`src/rtl/pwm_oc_pkg.sv`:
```
package pwm_oc_pkg;
   // cycle-rate fault controls captured at a cycle boundary
   typedef struct packed {
      logic flt;
      logic prd;
      logic clr;
   } flt_smp_t;

   localparam int unsigned MAX_DLY_W = 4;
endpackage

```
`src/rtl/pwm_phase_gen.sv`:
```
module pwm_phase_gen #(
   parameter int unsigned DLY_W = 2,
   localparam int unsigned PH_W = (DLY_W > 0) ? DLY_W : 1
) (
   input  logic            clk,
   input  logic            rst_n,
   output logic [PH_W-1:0] ph,
   output logic            cyc_edge
);
   generate
      if (DLY_W == 0) begin : g_nophase
         assign ph       = '0;
         assign cyc_edge = 1'b1;
      end else begin : g_phase
         logic [PH_W-1:0] cnt;
         always_ff @(posedge clk or negedge rst_n) begin
            if (!rst_n) cnt <= '0;
            else        cnt <= cnt + 1'b1;
         end
         assign ph       = cnt;
         assign cyc_edge = (cnt == {PH_W{1'b1}});
      end
   endgenerate
endmodule

```
`src/rtl/pwm_fine_dly.sv`:
```
module pwm_fine_dly #(
   parameter int unsigned DLY_W = 2,
   localparam int unsigned PH_W = (DLY_W > 0) ? DLY_W : 1
) (
   input  logic            clk,
   input  logic            rst_n,
   input  logic            cyc_edge,
   input  logic [PH_W-1:0] ph,
   input  logic            raw,
   input  logic [PH_W-1:0] code,
   input  logic            bypass,
   output logic            lvl
);
   logic            cur_q;
   logic            prev_q;
   logic [PH_W-1:0] dly_q;

   always_ff @(posedge clk or negedge rst_n) begin
      if (!rst_n) begin
         cur_q  <= 1'b0;
         prev_q <= 1'b0;
         dly_q  <= '0;
      end else if (cyc_edge) begin
         prev_q <= cur_q;
         cur_q  <= raw;
         dly_q  <= bypass ? '0 : code;
      end
   end

   generate
      if (DLY_W == 0) begin : g_flat
         assign lvl = cur_q;
      end else begin : g_stretch
         // a fall is held high for the first dly_q sub-phases
         assign lvl = cur_q | (prev_q & (ph < dly_q));
      end
   endgenerate
endmodule

```
`src/rtl/pwm_fault_ctl.sv`:
```
module pwm_fault_ctl
   import pwm_oc_pkg::*;
(
   input  logic     clk,
   input  logic     rst_n,
   input  logic     cyc_edge,
   input  flt_smp_t smp,
   input  logic     hold_sw,
   output logic     flag,
   output logic     active
);
   logic flag_nx;
   logic act_nx;

   always_comb begin
      flag_nx = smp.flt | (flag & ~smp.clr);
      if (hold_sw) act_nx = smp.flt | (active & flag_nx);
      else         act_nx = smp.flt | (active & ~smp.prd);
   end

   always_ff @(posedge clk or negedge rst_n) begin
      if (!rst_n) begin
         flag   <= 1'b0;
         active <= 1'b0;
      end else if (cyc_edge) begin
         flag   <= flag_nx;
         active <= act_nx;
      end
   end
endmodule

```
`src/rtl/pwm_out_cond.sv`:
```
module pwm_out_cond
   import pwm_oc_pkg::*;
#(
   parameter int unsigned DLY_W       = 2,
   parameter int unsigned MODE_W      = 3,
   parameter int unsigned MODE_SINGLE = 1,
   localparam int unsigned PH_W = (DLY_W > 0) ? DLY_W : 1
) (
   input  logic              clk_ph,
   input  logic              rst_n,
   input  logic              pwm_raw,
   input  logic              flt_in,
   input  logic              prd_start,
   input  logic              flt_clr,
   input  logic [MODE_W-1:0] ctl_mode,
   input  logic [PH_W-1:0]   ctl_dly,
   input  logic              ctl_inv,
   input  logic              ctl_flt_hold,
   input  logic              ctl_flt_lvl,
   input  logic              ctl_flt_drive,
   input  logic              ctl_hiz,
   output logic              pin_out,
   output logic              pin_oe,
   output logic              flt_flag
);
   generate
      if (DLY_W > MAX_DLY_W) begin : g_bad_dly
         $error("DLY_W exceeds MAX_DLY_W");
      end
      if (MODE_SINGLE >= (1 << MODE_W)) begin : g_bad_mode
         $error("MODE_SINGLE does not fit in MODE_W bits");
      end
   endgenerate

   localparam logic [MODE_W-1:0] SINGLE_CODE = MODE_W'(MODE_SINGLE);

   logic [PH_W-1:0] ph;
   logic            cyc_edge;
   logic            fine_lvl;
   logic            pol_lvl;
   logic            flt_act;
   flt_smp_t        smp;

   assign smp = '{flt: flt_in, prd: prd_start, clr: flt_clr};

   pwm_phase_gen #(.DLY_W(DLY_W)) u_phase (
      .clk      (clk_ph),
      .rst_n    (rst_n),
      .ph       (ph),
      .cyc_edge (cyc_edge)
   );

   pwm_fine_dly #(.DLY_W(DLY_W)) u_dly (
      .clk      (clk_ph),
      .rst_n    (rst_n),
      .cyc_edge (cyc_edge),
      .ph       (ph),
      .raw      (pwm_raw),
      .code     (ctl_dly),
      .bypass   (ctl_mode == SINGLE_CODE),
      .lvl      (fine_lvl)
   );

   pwm_fault_ctl u_fault (
      .clk      (clk_ph),
      .rst_n    (rst_n),
      .cyc_edge (cyc_edge),
      .smp      (smp),
      .hold_sw  (ctl_flt_hold),
      .flag     (flt_flag),
      .active   (flt_act)
   );

   // inversion first, so the fault level is the true pin level
   assign pol_lvl = fine_lvl ^ ctl_inv;
   assign pin_out = flt_act ? ctl_flt_lvl : pol_lvl;
   assign pin_oe  = ~ctl_hiz | (flt_act & ctl_flt_drive);
endmodule

```
`config.mk`:
```
export PLATFORM = sky130hd
export DESIGN_NAME = pwm_out_cond
export DESIGN_NICKNAME = d
export VERILOG_FILES = /design/src/rtl/pwm_oc_pkg.sv /design/src/rtl/pwm_phase_gen.sv /design/src/rtl/pwm_fine_dly.sv /design/src/rtl/pwm_fault_ctl.sv /design/src/rtl/pwm_out_cond.sv
export SDC_FILE = /design/constraint.sdc
export NUM_CORES = 1
export LEC_CHECK = 0
export ABC_AREA = 1
export BUFFER_PORTS_ARGS = -buffer_cell sky130_fd_sc_hd__buf_2
export CAP_MARGIN = 30
export CORE_AREA = 2 2 39 41
export CTS_CLUSTER_DIAMETER = 150
export DETAILED_ROUTE_END_ITERATION = 12
export DIE_AREA = 0 0 41 43
export HOLD_SLACK_MARGIN = 0.06
export PLACE_DENSITY = 0.66
export SYNTH_ARGS = -nofsm -noshare
export SYNTH_HDL_FRONTEND = slang
export SYNTH_SLANG_ARGS = --single-unit
```
`constraint.sdc`:
```
create_clock -name clk_ph -period 1.1 [get_ports clk_ph]
set_input_delay 0.165 -clock clk_ph [delete_from_list [all_inputs] [get_ports clk_ph]]
set_output_delay 0.165 -clock clk_ph [all_outputs]
set_load 0.1 [all_outputs]
```
==> summary.txt <==
Setup path
  – Slowest cell on crit path: dfrtp_1
  – R2R Path Start: u_phase.ph[1]
  – Worst EP arrival: around 1500 ps
  – Crit-path most repeated cell: nand2_1
  – Worst path required time: ~940 ps
  – R2R setup slack: 90 ps
  – Worst Path Max Fanout: 2
  – Critical path launch point type: flip-flop
  – End of the worst register-to-register path: u_fault.active
  – Worst path cell trace: ha_1 > nand2_1 > nand2_1 > nand2_1 > nand2_1 > nand3_2 > nand2_8 > buf_12
  – Worst reg-to-reg path cell count: 5
  – CP Class: reg -> out
  – Max incr delay on CP: ~380 ps
  – Crit. End Element: output port

STA
  – RSZ-0062 raised after global routing: yes
  – Worst slew pin tran: about 190 ps
  – Final hold slack: around 110 ps
  – Max-slew violations: 0
  – Period utilization: 1.53
  – Hold violation total from the final report: 0
  – Final Skew: 17.3 ps
  – Achievable frequency: roughly 600 MHz
  – Crit path time final: ~1700 ps
  – Final setup vio count: 2
  – Slew headroom: 0.875
  – Setup WS post-layout: -579 ps
  – Setup TNS: -719 ps

Cells and area
  – Most frequent cells in the layout: buf_2 (15), nand2_1 (12), inv_1 (9)
  – Post-layout util: 0.482
  – Most common cell after layout, fill and taps aside: buf_2
  – Post-layout nets: 96
  – P&R area growth vs syn: 62.5%
  – Fillcell total: about 140
  – Ant diodes: 0
  – Fin area: approximately 670 µm²
  – Share of post-route cells with drive strength above 1: 0.442

CTS
  – Clock Tree Buf Depth: 2
  – CTS buffer count: 3
  – Htree depth: 1
  – CTS tree: built
  – Skew-Pair Late Insertion Delay: 260 ps
  – Root Driver: clkbuf_4
  – Clock transition at path regs: 60 ps
  – Sink Count: 8

Pwr
  – Leakage: 0.352 nW
  – Pwr dens: 1160 mW/mm²
  – VDD IR max: 0.348 mV

Placed design
  – Gp weighted congestion: between 0.6 and 0.7
  – Post-DP HPWL: between 600 and 700 µm
  – Pre-CTS setup slack: -327 ps
  – PortBufs: 18
  – DP Area: between 600 and 700 µm²

Flow run
  – Maxcap violations: 0

Global route
  – First-pass GRT wire length: about 1.4 mm
  – Gr usage total: 0.118
  – Vias in the first global route: 373
  – Largest net degree at the start of global routing: 11
  – Global route overflow: 0
  – Initial antenna violation count: 0

Route
  – Routed WL: 874 µm
  – Drt pass-1 iters: 4
  – Met3 WL post-DR: 37 µm
  – DRC errors left: 0
  – Top sig layer: met3
  – Met1 wire length: about 330 µm
  – Antenna viol nets, final: 0
  – Via density: 4.17
  – Routed wl met2: 502 µm
  – Via count: 388
  – Initial drt markers: 9
  – Wire length per cell: 9.40 µm

Worst hold path
  – Hold Path Stages: 3
  – Min-delay worst type: in -> reg
  – WHS Endpoint: u_dly.cur_q
  – Hold Startpoint: pwm_raw

Synthesis
  – Library cells used by synthesis: 14
  – Mapped Nets: slightly below 70
  – Synthesized flop and latch total: 8
  – Synthesized area per cell: 8.05 µm²
  – Gate Count Post-Synth: 51
  – YS warnings: 0
  – Register area share after synthesis: 0.488
  – Synth Cell Area: between 400 and 500 µm²

Floorplan
  – Die area: roughly 0.0018 mm²
  – Die Width: 41 µm
  – # rows: 14
  – I/O pins: 19
  – Core Region: around 0.0014 mm²
  – Die H: around 43 µm
  – Initial Utilization: 0.297

Outcome
  – Status: finished, violations left
  – Violated checks: setup timing
how the worst max path moves through the flow:
stage | start | endpoint | slack (ps) | cells after the start
2_1_floorplan | u_phase.ph[1] | pin_out | -210 | 6
3_3_place_gp | u_phase.ph[1] | pin_out | -290 | 7
3_5_place_dp | u_phase.ph[1] | pin_out | -330 | 7
4_1_cts | u_phase.ph[1] | pin_out | -600 | 8
5_1_grt | u_phase.ph[1] | pin_out | -670 | 8
6_report | u_phase.ph[1] | pin_out | -580 | 8
power by group:
part           internal, mW  switching [mW]
Combinational        0.0888           0.125
Sequential            0.310         0.00947
Clock                 0.139           0.103
kinds of logic after synthesis:
logic type      count (synthesis)  share of synthesized area
simple gates                   23                      0.256
buf+inv                        11                      0.110
flops                           8                      0.488
compound gates                  7                     0.0853
fa+ha+maj                       2                     0.0610
layer usage:
| metal | track usage | vias up |
|---|---|---|
| li1 | - | 208 |
| met1 | 0.129 | 174 |
| met5 | 0 | - |
| met4 | 0.0800 | 0 |
| met3 | 0.0314 | 0 |
| met2 | 0.184 | 6 |
cell usage after synthesis:
cell type / instances / area (µm²)
ha_1: 2 / 25.0
buf_4: 1 / 7.51
dfrtp_1: 8 / 200
o21ai_1: 3 / 15.0
nand3b_1: 1 / 7.51
nand2_1: 15 / 56.3
inv_2: 1 / 3.75
nor2_4: 1 / 11.3
inv_1: 9 / 33.8
nand3_1: 4 / 20.0
a21oi_1: 1 / 5.00
nand2_2: 1 / 6.26
o21ai_0: 3 / 15.0
nor2_1: 1 / 3.75
sequential cells by signal, summed over array words and instances (netlist names):
signal and cells:
u_dly.prev_q 1, u_dly.dly_q 2, u_dly.cur_q 1, u_phase.ph 2, u_fault.flag 1, u_fault.active 1
critical path: cells and delay by family (launching register included):
family                     cells  cell delay [ps]
DFF                            1              380
buffers and inverters          1              160
and+or+nand+nor                6              460
adders and majority gates      1              270
cell type report:
cell class                 instances  area, µm²  area share
inverter                          10       37.5      0.0563
timing repair buffer              23        175       0.263
multi-input combinational         32        204       0.306
sequential                         8        204       0.306
clock buffer                       4       26.3      0.0394
tap                               16       20.0      0.0300
per-stage QoR:
stage | cells | power, mW
5_1_grt | 93 | 0.824
3_3_place_gp | 86 | 0.527
3_5_place_dp | 86 | 0.531
6_report | 93 | 0.775
4_1_cts | 92 | 0.789
2_1_floorplan | 51 | 0.441
what timing repair did:
action	CTS	global route
pin swaps	3	1
gates cloned	0	0
endpoints found under the setup margin	5	6
endpoints found under the hold margin	8	0
hold buffers	1	0
setup buffers	1	1
resized for setup	1	2
Note: power is estimated with default switching activity, not from simulation.
